`src/rtl/dram_cmd_pkg.sv`:
```
package dram_cmd_pkg;
  localparam int WORD_W   = 32;
  localparam int MA_W     = 16;
  localparam int BA_W     = 3;
  localparam int RANK_W   = 3;
  localparam int RANK_LSB = 20;
  localparam int BA_LSB   = 16;
  localparam int FLAG_LSB = 23;
  localparam int N_KINDS  = 6;

  // kind index k maps to word bit FLAG_LSB+k; larger index = higher priority
  typedef enum int {
    K_MRS = 0, K_RD = 1, K_WR = 2, K_RBW = 3, K_ACT = 4, K_PRE = 5
  } cmd_kind_e;

  localparam logic [N_KINDS-1:0] SELF_CLR = 6'b001111;
  localparam logic [WORD_W-1:0]  IMPL_MASK = 32'h1FFF_FFFF;

  typedef enum logic [2:0] {
    CODE_MRS = 3'b000,
    CODE_PRE = 3'b010,
    CODE_ACT = 3'b011,
    CODE_WR  = 3'b100,
    CODE_RD  = 3'b101,
    CODE_NOP = 3'b111
  } cmd_code_e;

  function automatic cmd_code_e kind_code(input int k);
    case (k)
      K_MRS:   return CODE_MRS;
      K_RD:    return CODE_RD;
      K_WR:    return CODE_WR;
      K_RBW:   return CODE_MRS;
      K_ACT:   return CODE_ACT;
      K_PRE:   return CODE_PRE;
      default: return CODE_NOP;
    endcase
  endfunction
endpackage

```
`src/rtl/cmd_word_reg.sv`:
```
module cmd_word_reg
  import dram_cmd_pkg::*;
(
  input  logic              clk,
  input  logic              rst_n,
  input  logic              wr_en,
  input  logic [WORD_W-1:0] wr_data,
  input  logic [N_KINDS-1:0] clr_kinds,
  output logic [WORD_W-1:0] q
);
  logic [WORD_W-1:0] clr_bits;

  always_comb begin
    clr_bits = '0;
    clr_bits[FLAG_LSB +: N_KINDS] = clr_kinds;
  end

  always_ff @(posedge clk) begin
    if (!rst_n)
      q <= '0;
    else if (wr_en)
      q <= wr_data & IMPL_MASK & ~clr_bits;
  end
endmodule

```
`src/rtl/cmd_priority_sel.sv`:
```
module cmd_priority_sel
  import dram_cmd_pkg::*;
(
  input  logic [N_KINDS-1:0] flags,
  input  logic               enable,
  input  logic               rdimm_en,
  output logic [N_KINDS-1:0] grant,
  output logic               any
);
  logic [N_KINDS-1:0] honoured;

  always_comb begin
    honoured = flags;
    honoured[K_RBW] = flags[K_RBW] & rdimm_en;
    if (!enable) honoured = '0;
  end

  always_comb begin
    grant = '0;
    for (int k = 0; k < N_KINDS; k++) begin
      if (honoured[k]) begin
        grant    = '0;
        grant[k] = 1'b1;
      end
    end
  end

  assign any = |honoured;
endmodule

```
`src/rtl/rank_cs_decode.sv`:
```
module rank_cs_decode #(
  parameter int NUM_RANKS = 8,
  parameter int SEL_W     = 3
) (
  input  logic [SEL_W-1:0]     rank,
  input  logic                 en,
  output logic [NUM_RANKS-1:0] cs_n
);
  for (genvar i = 0; i < NUM_RANKS; i++) begin : g_rank
    assign cs_n[i] = !(en && (32'(rank) == i));
  end
endmodule

```
`src/rtl/dram_cmd_issue.sv`:
```
module dram_cmd_issue
  import dram_cmd_pkg::*;
#(
  parameter int NUM_RANKS = 8
) (
  input  logic                 clk,
  input  logic                 rst_n,
  input  logic                 reg_wr_en,
  input  logic [31:0]          reg_wr_data,
  output logic [31:0]          reg_rd_data,
  input  logic                 init_done,
  input  logic                 rdimm_en,
  output logic                 cmd_valid,
  output logic [NUM_RANKS-1:0] cs_n,
  output logic                 rc_cs_n,
  output logic                 ras_n,
  output logic                 cas_n,
  output logic                 we_n,
  output logic [2:0]           ba,
  output logic [15:0]          ma
);
  localparam logic [NUM_RANKS-1:0] CS_IDLE = '1;

  logic [N_KINDS-1:0]   grant;
  logic                 issue;
  logic                 is_rbw;
  logic [NUM_RANKS-1:0] cs_dec_n;
  cmd_code_e            code;

  cmd_priority_sel u_sel (
    .flags    (reg_wr_data[FLAG_LSB +: N_KINDS]),
    .enable   (reg_wr_en & ~init_done),
    .rdimm_en (rdimm_en),
    .grant    (grant),
    .any      (issue)
  );

  cmd_word_reg u_word (
    .clk       (clk),
    .rst_n     (rst_n),
    .wr_en     (reg_wr_en),
    .wr_data   (reg_wr_data),
    .clr_kinds (grant & SELF_CLR),
    .q         (reg_rd_data)
  );

  assign is_rbw = grant[K_RBW];

  rank_cs_decode #(.NUM_RANKS(NUM_RANKS), .SEL_W(RANK_W)) u_cs (
    .rank (reg_wr_data[RANK_LSB +: RANK_W]),
    .en   (issue & ~is_rbw),
    .cs_n (cs_dec_n)
  );

  always_comb begin
    code = CODE_NOP;
    for (int k = 0; k < N_KINDS; k++)
      if (grant[k]) code = kind_code(k);
  end

  always_ff @(posedge clk) begin
    if (!rst_n || !issue) begin
      cmd_valid             <= 1'b0;
      cs_n                  <= CS_IDLE;
      rc_cs_n               <= 1'b1;
      {ras_n, cas_n, we_n}  <= CODE_NOP;
      ba                    <= '0;
      ma                    <= '0;
    end else begin
      cmd_valid             <= 1'b1;
      cs_n                  <= cs_dec_n;
      rc_cs_n               <= ~is_rbw;
      {ras_n, cas_n, we_n}  <= code;
      ba                    <= reg_wr_data[BA_LSB +: BA_W];
      ma                    <= reg_wr_data[MA_W-1:0];
    end
  end
endmodule

```
`config.mk`:
```
export PLATFORM = sky130hd
export DESIGN_NAME = dram_cmd_issue
export DESIGN_NICKNAME = d
export VERILOG_FILES = /design/src/rtl/dram_cmd_pkg.sv /design/src/rtl/cmd_word_reg.sv /design/src/rtl/cmd_priority_sel.sv /design/src/rtl/rank_cs_decode.sv /design/src/rtl/dram_cmd_issue.sv
export SDC_FILE = /design/constraint.sdc
export NUM_CORES = 1
export LEC_CHECK = 0
export BUFFER_PORTS_ARGS = -buffer_cell sky130_fd_sc_hd__buf_2
export CAP_MARGIN = 20
export CORE_ASPECT_RATIO = 1.75
export CORE_MARGIN = 3
export CORE_UTILIZATION = 48
export CTS_CLUSTER_DIAMETER = 100
export DETAILED_ROUTE_END_ITERATION = 12
export HOLD_SLACK_MARGIN = 0.03
export MAX_ROUTING_LAYER = met4
export PLACE_DENSITY = 0.87
export SYNTH_ARGS = -nofsm -noshare
export SYNTH_HDL_FRONTEND = slang
export SYNTH_SLANG_ARGS = --single-unit
```
`constraint.sdc`:
```
create_clock -name clk -period 2.3 [get_ports clk]
set_input_delay 0.115 -clock clk [delete_from_list [all_inputs] [get_ports clk]]
set_output_delay 0.115 -clock clk [all_outputs]
set_load 0.005 [all_outputs]
```
==> out/results.ini <==
[route]
avgRoutedWirePerCell_microns=13.7
ant_nets=0
drt-total-wl_microns=4930
first_pass_iters=4
vias=1735
drtIter0Drc=23
vias_per_cell=4.81
drc=0

[yosys]
ys_seq_area_share_pct=59.1
synth_top_family_by_area=simple AND/OR/NAND/NOR gates
postSynthCellCount=188
syn_area_sq_um=2070
synth_xor_area_share_pct=0
synthAdderAreaFrac_pct=0
synth-seq-cells=61
yosysWarningCount=0
synthSimpleGateAreaFrac_pct=19.9
synth-compound-area-share_pct=4.30
synth.avg_cell_area_sq_um=11.0
synth_cell_type_count=29
muxShareOfSynthArea_pct=13.1

[critical_path]
critPathRequiredTime_ns=2.51
start_kind=primary input
crit_arrival_ns=1.78
worstPathMaxFanout=6
crit_type=primary input to flip-flop
setup.worst_path.end_class=flip-flop
reg2reg_slack_ns=1.65

[timing]
timing.setup.tns_ns=0
min_period_ns=1.57
fmax_mhz=637
finalCritPeriodShare_pct=68.2
max_slew.worst_pin.slew_ns=0.601
hold_slack_ns=0.0486
maxSlewHeadroom_pct=59.9
setup_ws_ns=0.730
clock_skew_ns=0
hold_violations=0
drv_slew=0
rsz0062_at_grt=no
setup_viol=0

[clock_tree]
cts_resized=0
clock-root-buffer=clkbuf_8
clk_latency_ns=0.32
cts_tree=done
cts_buffer_depth=2
cts.sinks=61
h-tree-depth=3
numCtsBuffers=9
clk_pin_slew_worst_paths_ns=0.06

[placed_design]
placed_cell_area_sq_um=2560
io_buffers=94
hpwlAfterDp_microns=3400
gp_congestion=0.754
post-place-ws_ns=0.924

[outcome]
outcome=finished clean

[grt]
grt.total_usage_pct=20.4
grt_pass1_wl_microns=7930
antenna_found_initial=0
grt_max_degree=33
grt.overflow.total=0
grt_pass1_vias=1735

[die]
die_area_sq_um=5160
core_area_sq_um=4150
fp.dieW_microns=55.6
dieHeight_microns=92.8
fp-row-count=31
initial_core_util_pct=49.8
pin_count=101

[job]
cap_violations=0

[pwr]
p_leak_nw=1.46
p_per_area_nw_per_um2=734
ir_worst_vdd_mv=0.605

[layout]
synthToLayoutAreaGrowth_pct=43.4
drive_gt1_share_pct=36.9
num_antenna_cells=0
n_fill_cell=320
fin_util_pct=71.4
fin_nets=345
final_cell_area_sq_um=2960

[worst_hold_path]
hp-class=primary input to flip-flop

critical path, cell delays in order:
cell and delay, ns:
dlygate4sd3_1 0.53, buf_2 0.17, a2111oi_4 0.28, nand3_1 0.11, dlygate4sd3_1 0.57
cell usage in the layout (no fill, tap or decap), drive strengths merged, types with 2 or more instances in the layout:
master | synthesis | layout
nor3 | 4 | 4
and2 | 19 | 19
inv | 2 | 2
nor2b | 2 | 2
conb | 1 | 3
nand2b | 4 | 4
nand3 | 6 | 6
mux2i | 27 | 27
nor2 | 28 | 28
a31oi | 2 | 2
buf | 9 | 97
dfxtp | 61 | 61
clkbuf | 3 | 14
nand2 | 6 | 6
o21ai | 2 | 2
a21oi | 2 | 2
dlygate4sd3 | 0 | 22
cells in the mapped netlist, drive strengths merged:
cell / n / area (sq um)
buf: 9 / 52.6
dfxtp: 61 / 1220
nor2b: 2 / 12.5
conb: 1 / 3.75
o211ai: 1 / 7.51
and2: 19 / 119
a211o: 1 / 8.76
nand2: 6 / 22.5
o21ai: 2 / 10.0
nor4: 1 / 6.26
nand3b: 1 / 7.51
a211oi: 1 / 12.5
or4b: 1 / 10.0
nor3b: 1 / 7.51
a21oi: 2 / 10.0
nand3: 6 / 30.0
a31oi: 2 / 12.5
inv: 2 / 7.51
clkbuf: 3 / 11.3
a2111oi: 1 / 27.5
nor2: 28 / 108
nor3: 4 / 31.3
nand2b: 4 / 25.0
nand4: 1 / 6.26
mux2i: 27 / 270
nor4bb: 1 / 25.0
per-layer routing:
metal  vias to the layer above  GRT usage [%]  routed length [microns]
met1                       792           20.3                     1790
met3                        13           4.60                      269
met5                         -              -                        0
li1                        862              -                        -
met4                         0           12.4                      148
met2                        68           35.8                     2720
through the flow:
stage	cells	power, mW
3_5_place_dp	324	1.34
3_3_place_gp	324	1.33
5_1_grt	361	2.28
2_1_floorplan	190	1.24
6_report	361	2.17
4_1_cts	361	2.20
logic make-up after synthesis:
family / Yosys count
AND/OR/NAND/NOR: 75
multiplexers: 27
buffers and inverters: 14
other: 1
flip-flops: 61
AO/OA/AOI/OAI: 10
final cells by class:
class	count	area, sq um	area share (%)
clock inverter	1	5.00	0.169
sequential	61	1220	41.2
clock buffer	14	173	5.83
inverter	2	7.51	0.253
timing repair buffer	119	713	24.1
tap	49	61.3	2.07
multi-input combinational	115	781	26.4
final timing paths:
kind,start,end,cells past startpoint
max reg2reg,u_word.q[8],u_word.q[8],2
max,reg_wr_data[20],cs_n[6],5
min,reg_wr_data[19],u_word.q[19],3
min reg2reg,u_word.q[25],u_word.q[25],2
repair_timing:
item,in CTS,in global routing
buffers inserted,0,0
endpoints found under the hold margin,24,0
hold buffers,22,0
registers in the layout, summed over array words and instances, names as in the netlist:
name,flops
ras_n,1
u_word.q,29
ma,16
cas_n,1
rc_cs_n,1
cmd_valid,1
ba,3
cs_n,8
we_n,1
power by group:
part | internal [mW] | switching [mW]
clock | 0.472 | 0.356
combinational | 0.118 | 0.109
sequential | 1.10 | 0.0170
total | 1.69 | 0.483
Power figures use the tool's default switching activity.
